===== config.mk =====
export PLATFORM = sky130hd
export DESIGN_NAME = irq_src_gateway
export DESIGN_NICKNAME = d
export VERILOG_FILES = /design/src/rtl/irq_gw_pkg.sv /design/src/rtl/irq_gw_sync.sv /design/src/rtl/irq_gw_cell.sv /design/src/rtl/irq_gw_readback.sv /design/src/rtl/irq_src_gateway.sv
export SDC_FILE = /design/constraint.sdc
export NUM_CORES = 1
export LEC_CHECK = 0
export BUFFER_PORTS_ARGS = -buffer_cell sky130_fd_sc_hd__buf_2
export CELL_PAD_IN_SITES_DETAIL_PLACEMENT = 2
export CELL_PAD_IN_SITES_GLOBAL_PLACEMENT = 2
export CORE_MARGIN = 4
export CORE_UTILIZATION = 41
export DETAILED_ROUTE_END_ITERATION = 10
export PLACE_DENSITY_LB_ADDON = 0.1
export SKIP_CTS_REPAIR_TIMING = 1
export SLEW_MARGIN = 20
export SYNTH_ARGS = -nofsm -noshare
export SYNTH_HDL_FRONTEND = slang
export SYNTH_SLANG_ARGS = --single-unit

===== constraint.sdc =====
create_clock -name clk -period 5.4 [get_ports clk]
set_input_delay 0.27 -clock clk [delete_from_list [all_inputs] [get_ports clk]]
set_output_delay 0.27 -clock clk [all_outputs]
set_load 0.02 [all_outputs]

===== src/rtl/irq_gw_pkg.sv =====
package irq_gw_pkg;

  localparam int ADDR_W    = 12;
  localparam int DELEG_POS = 10;

  localparam logic [ADDR_W-1:0] BASE_PEND_SET = 12'h400;
  localparam logic [ADDR_W-1:0] BASE_PEND_CLR = 12'h420;
  localparam logic [ADDR_W-1:0] BASE_EN       = 12'h440;
  localparam logic [ADDR_W-1:0] BASE_RECT     = 12'h460;
  localparam logic [ADDR_W-1:0] ADDR_SETNUM   = 12'h480;

  typedef enum logic [2:0] {
    SM_OFF    = 3'd0,
    SM_DETACH = 3'd1,
    SM_RSV2   = 3'd2,
    SM_RSV3   = 3'd3,
    SM_RISE   = 3'd4,
    SM_FALL   = 3'd5,
    SM_HIGH   = 3'd6,
    SM_LOW    = 3'd7
  } src_mode_e;

  typedef struct packed {
    logic      deleg;
    src_mode_e mode;
  } src_cfg_t;

  function automatic src_cfg_t cfg_from_word(input logic [31:0] d);
    src_cfg_t c;
    c.deleg = d[DELEG_POS];
    c.mode  = src_mode_e'(d[2:0]);
    return c;
  endfunction

  function automatic logic cfg_active(input src_cfg_t c);
    if (c.deleg) return 1'b0;
    case (c.mode)
      SM_DETACH, SM_RISE, SM_FALL, SM_HIGH, SM_LOW: return 1'b1;
      default: return 1'b0;
    endcase
  endfunction

  function automatic logic mode_inverts(input src_mode_e m);
    return (m == SM_FALL) || (m == SM_LOW);
  endfunction

  function automatic logic mode_is_edge(input src_mode_e m);
    return (m == SM_RISE) || (m == SM_FALL);
  endfunction

  function automatic logic mode_is_level(input src_mode_e m);
    return (m == SM_HIGH) || (m == SM_LOW);
  endfunction

  function automatic logic rectify(input src_cfg_t c, input logic raw);
    return cfg_active(c) & (raw ^ mode_inverts(c.mode));
  endfunction

endpackage


===== src/rtl/irq_gw_sync.sv =====
module irq_gw_sync #(
  parameter int W = 8
) (
  input  logic         clk,
  input  logic         rst_n,
  input  logic [W-1:0] d,
  output logic [W-1:0] q
);
  logic [W-1:0] meta_r;

  always_ff @(posedge clk or negedge rst_n) begin
    if (!rst_n) begin
      meta_r <= '0;
      q      <= '0;
    end else begin
      meta_r <= d;
      q      <= meta_r;
    end
  end
endmodule


===== src/rtl/irq_gw_cell.sv =====
module irq_gw_cell
  import irq_gw_pkg::*;
(
  input  logic     clk,
  input  logic     rst_n,
  input  logic     raw_s,
  input  logic     cfg_we,
  input  src_cfg_t cfg_wd,
  input  logic     set_req,
  input  logic     clr_req,
  input  logic     en_we,
  input  logic     en_wd,
  output src_cfg_t cfg_q,
  output logic     rect_o,
  output logic     pend_o,
  output logic     en_o,
  output logic     act_o,
  output logic     edge_o,
  output logic     level_o
);
  logic prev_r;
  logic rect_new, act_new;

  always_comb begin
    act_o    = cfg_active(cfg_q);
    act_new  = cfg_active(cfg_wd);
    rect_o   = rectify(cfg_q, raw_s);
    rect_new = rectify(cfg_wd, raw_s);
    edge_o   = !cfg_we && act_o && mode_is_edge(cfg_q.mode) && rect_o && !prev_r;
    level_o  = !cfg_we && act_o && mode_is_level(cfg_q.mode);
  end

  always_ff @(posedge clk or negedge rst_n) begin
    if (!rst_n) begin
      cfg_q  <= '{deleg: 1'b0, mode: SM_OFF};
      pend_o <= 1'b0;
      en_o   <= 1'b0;
      prev_r <= 1'b0;
    end else if (cfg_we) begin
      cfg_q  <= cfg_wd;
      prev_r <= rect_new;
      if (!act_new) begin
        pend_o <= 1'b0;
        en_o   <= 1'b0;
      end else if (mode_is_level(cfg_wd.mode)) begin
        pend_o <= rect_new;
      end else begin
        pend_o <= pend_o | rect_new;
      end
    end else begin
      prev_r <= rect_o;
      if (!act_o)                           pend_o <= 1'b0;
      else if (mode_is_level(cfg_q.mode))   pend_o <= rect_o;
      else                                  pend_o <= (pend_o & ~clr_req) | set_req | edge_o;
      if (en_we && act_o) en_o <= en_wd;
    end
  end
endmodule


===== src/rtl/irq_gw_readback.sv =====
module irq_gw_readback
  import irq_gw_pkg::*;
#(
  parameter int VEC_W  = 64,
  parameter int NWORDS = 2
) (
  input  logic [ADDR_W-1:0]      rd_addr,
  input  logic [VEC_W-1:0]       pend_v,
  input  logic [VEC_W-1:0]       en_v,
  input  logic [VEC_W-1:0]       rect_v,
  input  logic [VEC_W-1:0][3:0]  cfg_bits,
  output logic [31:0]            rd_data
);
  always_comb begin
    rd_data = '0;
    if (rd_addr[11:10] == 2'b00) begin
      for (int k = 0; k < VEC_W; k++) begin
        if (rd_addr[9:0] == 10'(k))
          rd_data = {21'd0, cfg_bits[k][3], 7'd0, cfg_bits[k][2:0]};
      end
    end else begin
      for (int k = 0; k < NWORDS; k++) begin
        if (rd_addr[4:0] == 5'(k)) begin
          if (rd_addr[11:5] == BASE_PEND_SET[11:5])  rd_data = pend_v[k*32 +: 32];
          else if (rd_addr[11:5] == BASE_EN[11:5])   rd_data = en_v[k*32 +: 32];
          else if (rd_addr[11:5] == BASE_RECT[11:5]) rd_data = rect_v[k*32 +: 32];
        end
      end
    end
  end
endmodule


===== src/rtl/irq_src_gateway.sv =====
module irq_src_gateway
  import irq_gw_pkg::*;
#(
  parameter int NUM_SRC = 40
) (
  input  logic               clk,
  input  logic               rst_n,
  input  logic [NUM_SRC-1:0] raw_irq,
  input  logic               wr_en,
  input  logic [11:0]        wr_addr,
  input  logic [31:0]        wr_data,
  input  logic [11:0]        rd_addr,
  output logic [31:0]        rd_data,
  output logic [NUM_SRC-1:0] pending_o,
  output logic [NUM_SRC-1:0] enable_o
);
  localparam int NWORDS = (NUM_SRC + 31) / 32;
  localparam int VEC_W  = NWORDS * 32;

  logic [NUM_SRC-2:0]     raw_s;
  logic [VEC_W-1:0]       pend_v, en_v, rect_v, act_v, edge_v, lvl_v;
  logic [VEC_W-1:0][3:0]  cfg_bits;
  logic                   cfg_hit, pset_hit, pclr_hit, en_hit, pnum_hit;
  logic                   unused_raw0;
  src_cfg_t               wcfg;

  assign unused_raw0 = raw_irq[0];

  irq_gw_sync #(.W(NUM_SRC-1)) u_sync (
    .clk  (clk),
    .rst_n(rst_n),
    .d    (raw_irq[NUM_SRC-1:1]),
    .q    (raw_s)
  );

  always_comb begin
    wcfg     = cfg_from_word(wr_data);
    cfg_hit  = wr_en && (wr_addr[11:10] == 2'b00);
    pset_hit = wr_en && (wr_addr[11:5] == BASE_PEND_SET[11:5]);
    pclr_hit = wr_en && (wr_addr[11:5] == BASE_PEND_CLR[11:5]);
    en_hit   = wr_en && (wr_addr[11:5] == BASE_EN[11:5]);
    pnum_hit = wr_en && (wr_addr == ADDR_SETNUM);
  end

  for (genvar n = 0; n < VEC_W; n++) begin : g_src
    if (n >= 1 && n < NUM_SRC) begin : g_cell
      localparam int WI = n / 32;
      localparam int BI = n % 32;
      logic     wsel, sel_cfg, set_n, clr_n, en_n;
      src_cfg_t cq;

      assign wsel    = (wr_addr[4:0] == 5'(WI));
      assign sel_cfg = cfg_hit && (wr_addr[9:0] == 10'(n));
      assign set_n   = (pset_hit && wsel && wr_data[BI]) ||
                       (pnum_hit && (wr_data[9:0] == 10'(n)));
      assign clr_n   = pclr_hit && wsel && wr_data[BI];
      assign en_n    = en_hit && wsel;

      irq_gw_cell u_cell (
        .clk    (clk),
        .rst_n  (rst_n),
        .raw_s  (raw_s[n-1]),
        .cfg_we (sel_cfg),
        .cfg_wd (wcfg),
        .set_req(set_n),
        .clr_req(clr_n),
        .en_we  (en_n),
        .en_wd  (wr_data[BI]),
        .cfg_q  (cq),
        .rect_o (rect_v[n]),
        .pend_o (pend_v[n]),
        .en_o   (en_v[n]),
        .act_o  (act_v[n]),
        .edge_o (edge_v[n]),
        .level_o(lvl_v[n])
      );
      assign cfg_bits[n] = cq;
    end else begin : g_tie
      assign rect_v[n]   = 1'b0;
      assign pend_v[n]   = 1'b0;
      assign en_v[n]     = 1'b0;
      assign act_v[n]    = 1'b0;
      assign edge_v[n]   = 1'b0;
      assign lvl_v[n]    = 1'b0;
      assign cfg_bits[n] = 4'd0;
    end
  end

  irq_gw_readback #(.VEC_W(VEC_W), .NWORDS(NWORDS)) u_rd (
    .rd_addr (rd_addr),
    .pend_v  (pend_v),
    .en_v    (en_v),
    .rect_v  (rect_v),
    .cfg_bits(cfg_bits),
    .rd_data (rd_data)
  );

  assign pending_o = pend_v[NUM_SRC-1:0];
  assign enable_o  = en_v[NUM_SRC-1:0];
endmodule


# Word level (Yosys, flattened, before mapping)
# Index checks and enable logic that the tools add are counted.
[word_totals]
register_bits = 351
input_bits = 99
out_inout_bits = 112
word_cells = 2202
[classes]
n_eq_ne = 389
n_mux = 545
bitwise_logic = 351
reduce_logical = 720
[op_table]
columns = ["cell", "n"]
rows = [
  ["$mux 11", 63],
  ["$eq 10x5->1 const B", 48],
  ["$eq 10x6->1 const B", 48],
  ["$eq 3x3->1 const B", 160],
  ["$mux 1", 473],
  ["$logic_and 1x1->1", 362],
  ["$mux 32", 9],
  ["$eq 10x4->1 const B", 24],
  ["$reduce_or 5->1", 40],
  ["$logic_or 1x1->1", 158],
  ["$eq 10x3->1 const B", 12],
  ["$eq 3x1->1 const B", 40],
  ["$and 1x1->1", 117],
  ["$or 1x1->1", 117],
  ["$logic_not 1->1", 78],
  ["$ne 2x2->1 const B", 39],
  ["$reduce_and 2->1", 39],
  ["$reduce_bool 2->1", 39],
  ["$xor 1x1->1", 78],
  ["$eq 10x2->1 const B", 6],
  ["$eq 7x6->1 const B", 6],
  ["$not 1->1", 39],
  ["$eq 10x1->1 const B", 3],
  ["$eq 12x11->1 const B", 1],
  ["other kinds (3)", 6],
]

# Logic depth before layout (Yosys ltp)
# Gate-level depths: netlist of the first run.
[depth]
ltp_word = 65
ltp_mapped = 10
depth_no_buf = 7

# Modules after synthesis
# A second synthesis of the first run with hierarchy kept.
[unflattened]
hier_cells = 3103
hier_area_um2 = 27264.9
[modules_own_cells]
columns = ["module", "instances", "cells_per_inst", "area_per_inst_um2", "seq_area_each_um2"]
rows = [
  ["irq_gw_cell (g_src[10].g_cell.u_cell ...)", 38, 51, 480.5, 175.2],
  ["irq_gw_readback", 1, 815, 5177.5, 0.0],
  ["irq_gw_sync", 1, 78, 1951.9, 1951.9],
  ["irq_src_gateway", 1, 227, 1450.1, 0.0],
  ["irq_gw_cell (g_src[1].g_cell.u_cell)", 1, 45, 427.9, 175.2],
]

# Least setup slack after synthesis of the first run
# Ideal clock, no wire load.
[synth_timing]
kind = "input port to output port"
startpoint = "input port rd_addr[9]"
endpoint = "output port rd_data[2]"
arrival_ps = 2549
required_ps = 5130
path_slack_ps = 2581
path_stages = 9
n_path_buf = 2
cell_sequence = "or4_1 clkbuf_1 clkbuf_1 nor3_1 o2bb2ai_1 a31o_2 a211oi_1 o21a_1 o31ai_1"
[synth_between]
elab_chain_len = 65
word_cells_on_any_way = 138
classes_between = "66 x eq/ne; 72 x mux"
[synth_lines]
columns = ["item", "line", "rtl"]
rows = [
  ["start, declared", "irq_src_gateway.sv:12", "input logic [11:0] rd_addr,"],
  ["$eq 10x1->1", "irq_gw_readback.sv:18", "if (rd_addr[9:0] == 10'(k))"],
  ["$mux 11 (63 in a row)", "irq_gw_readback.sv:18", ""],
  ["$mux 32 *", "irq_gw_readback.sv:16", "if (rd_addr[11:10] == 2'b00) begin"],
  ["end, declared", "irq_src_gateway.sv:13", "output logic [31:0] rd_data,"],
]
# Mark *: on every way between the ends. The rest lies on a longest branch, timed or not.

# Worst setup path after layout of the first run
[layout_timing]
startpoint = "input port rd_addr[1]"
endpoint = "output port rd_data[1]"
# The elaborated chain is that of the path after synthesis.

==> results by group, run 1 <==
Status
  – Status: finished, violations left
  – Violated checks: negative hold slack

Job
  – Max-cap violations: 0

Logic synthesis
  – Mux contribution to synthesized area: between 10% and 20%
  – Cell count after synthesis: 2191
  – Mapped Area: 20600 sq um
  – Commonest cells post-synth: dfrtp_1, nand2_1, a21oi_1
  – Post-Synth Simple-Gate Area: about 15%
  – Main area contributors after synthesis: dfrtp_1, mux2_2, nand2_1
  – Register area share after synthesis: between 40% and 50%
  – Most common cell in the netlist: dfrtp_1
  – Post-synth EDFFs: 0
  – Compound-Gate Fraction of Synth Area: between 20% and 30%
  – Yosys top cell area share: ~43%
  – Dominant cell type by area after synthesis: dfrtp_1
  – Predominant post-synthesis flop cell: dfrtp_1
  – FF+latch count, synth: approximately 350
  – Cell variety after synth: between 70 and 80
  – Main combinational cell family by area after synthesis: compound AO/OA/AOI/OAI gates
  – Adder-Cell Fraction of Synth Area: 0%
  – Syn avg cell area: ~9.4 sq um
  – Share of synthesized flip-flops with an asynchronous set or reset: 100%
  – Yosys warnings: 0
  – Synth Area in XOR/XNOR: around 4.3%

Clocking
  – Clk root buf: clkbuf_16
  – CTS H-tree depth: 2
  – CTS tree: yes
  – Clk buf depth: 3
  – CTS clk-pin slew, worst paths: approximately 0.05 ns
  – Worst skew pair latency: between 0.5 and 0.6 ns
  – Clk sinks: ~350
  – Cts bufs inserted: 43

Timing
  – Setup Viol. Count Final: 0
  – Max Fclk: ~0.26 GHz
  – Final hold violations: 6
  – Max Slew Vio Count: 0
  – Skew final: about 0.011 ns
  – TNS Setup: 0 ns
  – Slew margin rel.: 20.8%
  – Fin Hold WS: -0.0232 ns
  – Final period utilization: between 70 and 80%
  – Actual slew at the worst max-slew pin: ~1.2 ns
  – Post-route minimum period: between 3 and 4 ns
  – RSZ-0062 raised after global routing: false

Floorplanning
  – # IOs: 211
  – Die Area: 53900 sq um
  – Row count: 81
  – Height of the die: 232 um
  – Core area: about 49000 sq um
  – Die span in x: 232 um
  – Initial Util: a little over two fifths

Worst setup path
  – Critical path buffers and inverters: 3
  – Startpoint Class: input pin
  – Critical Path Fanout Max: 32
  – FF-to-FF Start: g_src[19].g_cell.u_cell.cfg_q[1]
  – Worst-path cell chain: buf_2 > buf_4 > nor2b_1 > a21oi_1 > a211oi_1 > a21oi_1 > o21ai_0 > a21oi_1 > o211ai_1 > buf_2
  – CP endpoint kind: output port
  – CP max-delay cell: buf_2
  – Critical path data required time: slightly above 5 ns
  – WS Path Type: in2out
  – CP dominant cell by count: a21oi_1
  – Max incr delay on CP: around 0.58 ns
  – R2R setup slack: 3.79 ns
  – Worst R2R End: g_src[19].g_cell.u_cell.prev_r
  – Crit path DAT: roughly 3.6 ns
  – Critical path's top delay family: compound AO/OA/AOI/OAI gates
  – R2R cell count: 6

GRT
  – Initial antenna violation count: 4
  – First-pass GRT wire length: between 100000 and 150000 um
  – Vias in the first global route: ~20000
  – Largest net degree at the start of global routing: ~140
  – Aggregate global routing overflow: 0
  – Total GRT Usage: 34.4%

Layout
  – P&R area growth vs syn: 15.1%
  – Fraction of layout cells with a size suffix above 1: between 20% and 30%
  – Final-stage net count: roughly 2400

Place
  – RePlAce Congestion: 0.990
  – Number of port buffers: slightly above 200
  – Post-detail-place hpwl: about 66000 um

Power
  – Worst vdd ir: 0.234 mV
  – Power Density: ~260 nW/um^2
  – Lkg Pwr: 10.3 nW
  – Total power: 0.00614 W

Detailed routing
  – Vias per inst: roughly 6.4
  – Routed len/inst: roughly 32 um
  – Iter 0 DRT Violations: roughly 1800
  – Vias: slightly below 20000
  – DRC viols: 0
  – First-pass DRT Iterations: 5
  – Detail Route Antenna Nets: 0
  – Routed WL: approximately 96000 um

Worst hold path
  – Hold crit path type: in2reg
  – Hold Path Depth: 3
  – Hold Crit Start: wr_data[12]
  – Hold Crit Endpoint: g_src[12].g_cell.u_cell.en_o
==> worst max-delay path by stage <==
stage / from / endpoint / slack, ns / depth (start not counted)
after floorplan: rd_addr[9] / rd_data[2] / 2.58 / 9
after global placement: rd_addr[2] / rd_data[10] / 1.60 / 10
after detailed placement: rd_addr[2] / rd_data[10] / 1.49 / 10
after CTS: rd_addr[2] / rd_data[10] / 1.48 / 10
after global routing: rd_addr[9] / rd_data[2] / 1.51 / 9
final: rd_addr[1] / rd_data[1] / 1.57 / 10
==> area by class of cell <==
| type | instances | area [sq um] |
|---|---|---|
| clock buffer | 62 | 1240 |
| sequential | 351 | 8780 |
| timing repair buffer | 299 | 1880 |
| multi-input combinational | 1582 | 10600 |
| tap | 664 | 831 |
| clock inverter | 11 | 115 |
| fill | 5290 | 25600 |
| inverter | 56 | 210 |
| antenna | 2 | 5.00 |
==> power by group <==
| part | switching (W) | internal [W] | leakage, nW | total (W) |
|---|---|---|---|---|
| combinational | 0.000389 | 0.000157 | 4.95 | 0.000546 |
| clock | 0.00121 | 0.00168 | 0.667 | 0.00289 |
| sequential | 0.0000424 | 0.00267 | 4.70 | 0.00271 |
| total | 0.00164 | 0.00450 | 10.3 | 0.00614 |
==> registers in the layout (all words and copies together), names as in the netlist <==
register                    cells
u_sync.q                       39
u_sync.meta_r                  39
g_src.g_cell.u_cell.pend_o     39
g_src.g_cell.u_cell.prev_r     39
g_src.g_cell.u_cell.en_o       39
g_src.g_cell.u_cell.cfg_q     156
==> cells by family after synthesis <==
logic type,Yosys count
XOR/XNOR,102
multiplexers,212
other,1
AO/OA/AOI/OAI,640
buffers and inverters,259
flip-flops,351
AND/OR/NAND/NOR,626
==> metrics by stage <==
stage	util, %	cell area, sq um	setup WS (ns)	cells
after floorplan	-	20600	2.58	2192
after global placement	44.3	21800	1.60	2903
after detailed placement	44.3	21800	1.49	2903
after CTS	47.1	23200	1.48	2976
after global routing	48.1	23700	1.51	3025
final	48.1	23700	1.57	3027
==> layer usage <==
layer,global-route usage (%),part of all wire (%)
met1,47.3,42
met4,10.4,3.9
met5,0,0.014
met2,56.4,47
met3,5.14,7.0
==> tightest hold or removal path: cells and delay by family <==
family	cells	cell delay [ns]
buffers and inverters	2	0.15
AOI/OAI and AO/OA	1	0.08
==> cell usage in the layout, fill, tap and decap left out, types with 8 or more instances in the layout <==
master         count
a211oi_1          19
a21boi_0          48
a21oi_1          174
a221oi_1          22
a22oi_1           18
a31o_1             8
a31o_2            26
a31oi_1           18
a32oi_1           17
and2_1            25
and3_1            11
buf_2            206
buf_4             41
clkbuf_1          10
clkbuf_16         43
clkbuf_8           9
dfrtp_1          351
dlygate4sd3_1     49
inv_1             55
mux2_2           167
mux2i_1           45
nand2_1          255
nand2b_1          58
nand3_1           29
nor2_1           124
nor2b_1           24
nor3_1            36
o211ai_1          31
o21ai_0           90
o221ai_1          13
o22ai_1           20
o31ai_1           62
o32ai_1           19
xnor2_1           38
xor2_1            64
(Power assumes the default switching activity.)
==> run 2, diff against run 1 <==
Settings changed: CORE_UTILIZATION 41 to 38.
Clock period 5.4 ns to 3.54 ns, I/O delays scaled along.
==> run 2 against run 1 <==
- the run now ends clean
- combinational power grew 65%
- critical path depth unchanged
- register-to-register slack lost 1.9 ns
- worst setup slack worse by 1.3 ns
- design area increased by 3.8%
- die area is 7.6% higher
- non-clock buffer count is 97 higher
- worst hold slack improved by 0.13 ns
- core utilization is 2.3 points lower
- power grew 57%
- critical path type unchanged
- critical endpoint is now rd_data[2]
- largest cell class unchanged
==> results by group, run 2 (same netlist as run 1, synthesis figures left out) <==
Worst setup path
  – Critical Path Fanout Max: 15
  – Crit path DAT: 3.13 ns
  – Max incr delay on CP: 0.59 ns
  – R2R cell count: 4
  – CP endpoint kind: output port
  – Critical path's top delay family: compound AO/OA/AOI/OAI gates
  – CP max-delay cell: or4_1
  – Worst-path cell chain: buf_2 > or4_1 > buf_4 > or3_1 > o21ai_0 > a221o_1 > o211ai_1 > o21a_1 > o31ai_1 > buf_2
  – Critical path data required time: 3.36 ns
  – R2R setup slack: about 1.9 ns
  – Worst R2R End: g_src[16].g_cell.u_cell.en_o
  – WS Path Type: in2out
  – Startpoint Class: input pin
  – CP dominant cell by count: buf_2
  – Critical path buffers and inverters: 3
  – Crit path from: rd_addr[9]
  – FF-to-FF Start: g_src[16].g_cell.u_cell.cfg_q[1]

Floorplanning
  – Initial Util: 38.3%
  – Row count: 85
  – Die Area: 58000 sq um
  – # IOs: between 200 and 250
  – Height of the die: between 200 and 250 um
  – Core area: around 54000 sq um
  – Die span in x: between 200 and 250 um

Detailed routing
  – Uppermost layer routed: met5
  – Met3 WL post-DR: ~6000 um
  – DRC viols: 0
  – First-pass DRT Iterations: 7
  – Vias: between 15000 and 20000
  – Detail Route Antenna Nets: 0
  – Routed WL: approximately 100000 um
  – Metal2 WL: between 40000 and 50000 um
  – Vias per inst: roughly 6.1
  – Iter 0 DRT Violations: 1427
  – Routed len/inst: about 31 um
  – WL met1: 42500 um

Clocking
  – CTS H-tree depth: 2
  – CTS clk-pin slew, worst paths: ~0.060 ns
  – CTS tree: yes
  – Cts bufs inserted: between 40 and 50
  – Clk sinks: roughly 350
  – Clk buf depth: 3
  – Clk root buf: clkbuf_16
  – Worst skew pair latency: 0.59 ns

Power
  – Power Density: about 390 nW/um^2
  – Total power: a little under 0.01 W
  – Worst vdd ir: between 0.3 and 0.4 mV
  – Lkg Pwr: 10.8 nW

Worst hold path
  – Hold Crit Endpoint: g_src[36].g_cell.u_cell.en_o
  – Hold crit path type: in2reg
  – Hold Crit Start: wr_data[4]
  – Hold Path Depth: 2

Place
  – RePlAce Congestion: just over 0.9
  – Post-detail-place hpwl: a little over 70000 um
  – Number of port buffers: ~210

Timing
  – Slew margin rel.: roughly 37%
  – TNS Setup: 0 ns
  – Post-route minimum period: 3.30 ns
  – Actual slew at the worst max-slew pin: between 0.9 and 1 ns
  – Max Fclk: roughly 0.30 GHz
  – Max Slew Vio Count: 0
  – Skew final: between 0.015 and 0.02 ns
  – Final hold violations: 0
  – RSZ-0062 raised after global routing: false
  – Setup Viol. Count Final: 0
  – Final period utilization: between 90% and 100%

Layout
  – Final-stage net count: between 2000 and 3000
  – P&R area growth vs syn: 19.4%
  – Max reg flops: 156
  – Most frequent cells in the layout: dfrtp_1, nand2_1, buf_2, a21oi_1, mux2_2
  – Fraction of layout cells with a size suffix above 1: around 25%
  – Fin util: between 40% and 50%
  – Most common cell after layout, fill and taps aside: dfrtp_1
  – Top reg by flops: g_src.g_cell.u_cell.cfg_q

Job
  – Max-cap violations: 0

Status
  – Status: finished clean

GRT
  – Vias in the first global route: 20451
  – Aggregate global routing overflow: 0
  – Largest net degree at the start of global routing: approximately 100
  – First-pass GRT wire length: around 140000 um
  – Total GRT Usage: roughly a third
  – Initial antenna violation count: 5
==> run 2: cell types whose count changed in the layout (fill, tap and decap cells not counted), sizes merged <==
cell / previous run / this run
buf: 250 / 333
dlygate4sd3: 49 / 63
clkbuf: 62 / 67
clkinv: 8 / 4
clkinvlp: 1 / 2
diode: 2 / 3
inv: 56 / 57
==> run 2: metal layers <==
layer | GRT usage [%] | up-vias
li1 | - | 8343
met1 | 44.3 | 10221
met2 | 53.7 | 670
met3 | 5.83 | 183
met4 | 11.5 | 2
met5 | 0 | -
==> run 2: final cells by class <==
type                       count  area, sq um
clock inverter                 9          108
multi-input combinational   1582        10600
clock buffer                  67         1320
inverter                      56          210
timing repair buffer         396         2710
tap                          696          871
sequential                   351         8780
antenna                        3         7.51
fill                        5688        29100
==> run 2: per-stage QoR <==
step,hold WS [ns],cells,area (sq um),setup WS [ns]
global placement,0.285,3018,22500,0.353
CTS,-0.335,3094,24000,0.246
detailed placement,0.287,3018,22500,0.259
finish,0.105,3160,24600,0.237
floorplan,-0.119,2192,20600,0.907
global route,0.0791,3159,24600,0.0748
==> run 2: worst max-delay path by stage <==
| stage | end | slack [ns] | cells past startpoint |
|---|---|---|---|
| final | rd_data[2] | 0.24 | 10 |
| after global routing | rd_data[2] | 0.07 | 10 |
| after CTS | rd_data[2] | 0.25 | 10 |
| after detailed placement | rd_data[2] | 0.26 | 10 |
| after global placement | rd_data[2] | 0.35 | 10 |
| after floorplan | rd_data[2] | 0.91 | 9 |
==> run 2: where the power goes <==
group	internal [W]	switching (W)	total, W
Combinational	0.000289	0.000611	0.000900
Clock	0.00270	0.00188	0.00458
Sequential	0.00407	0.0000643	0.00413
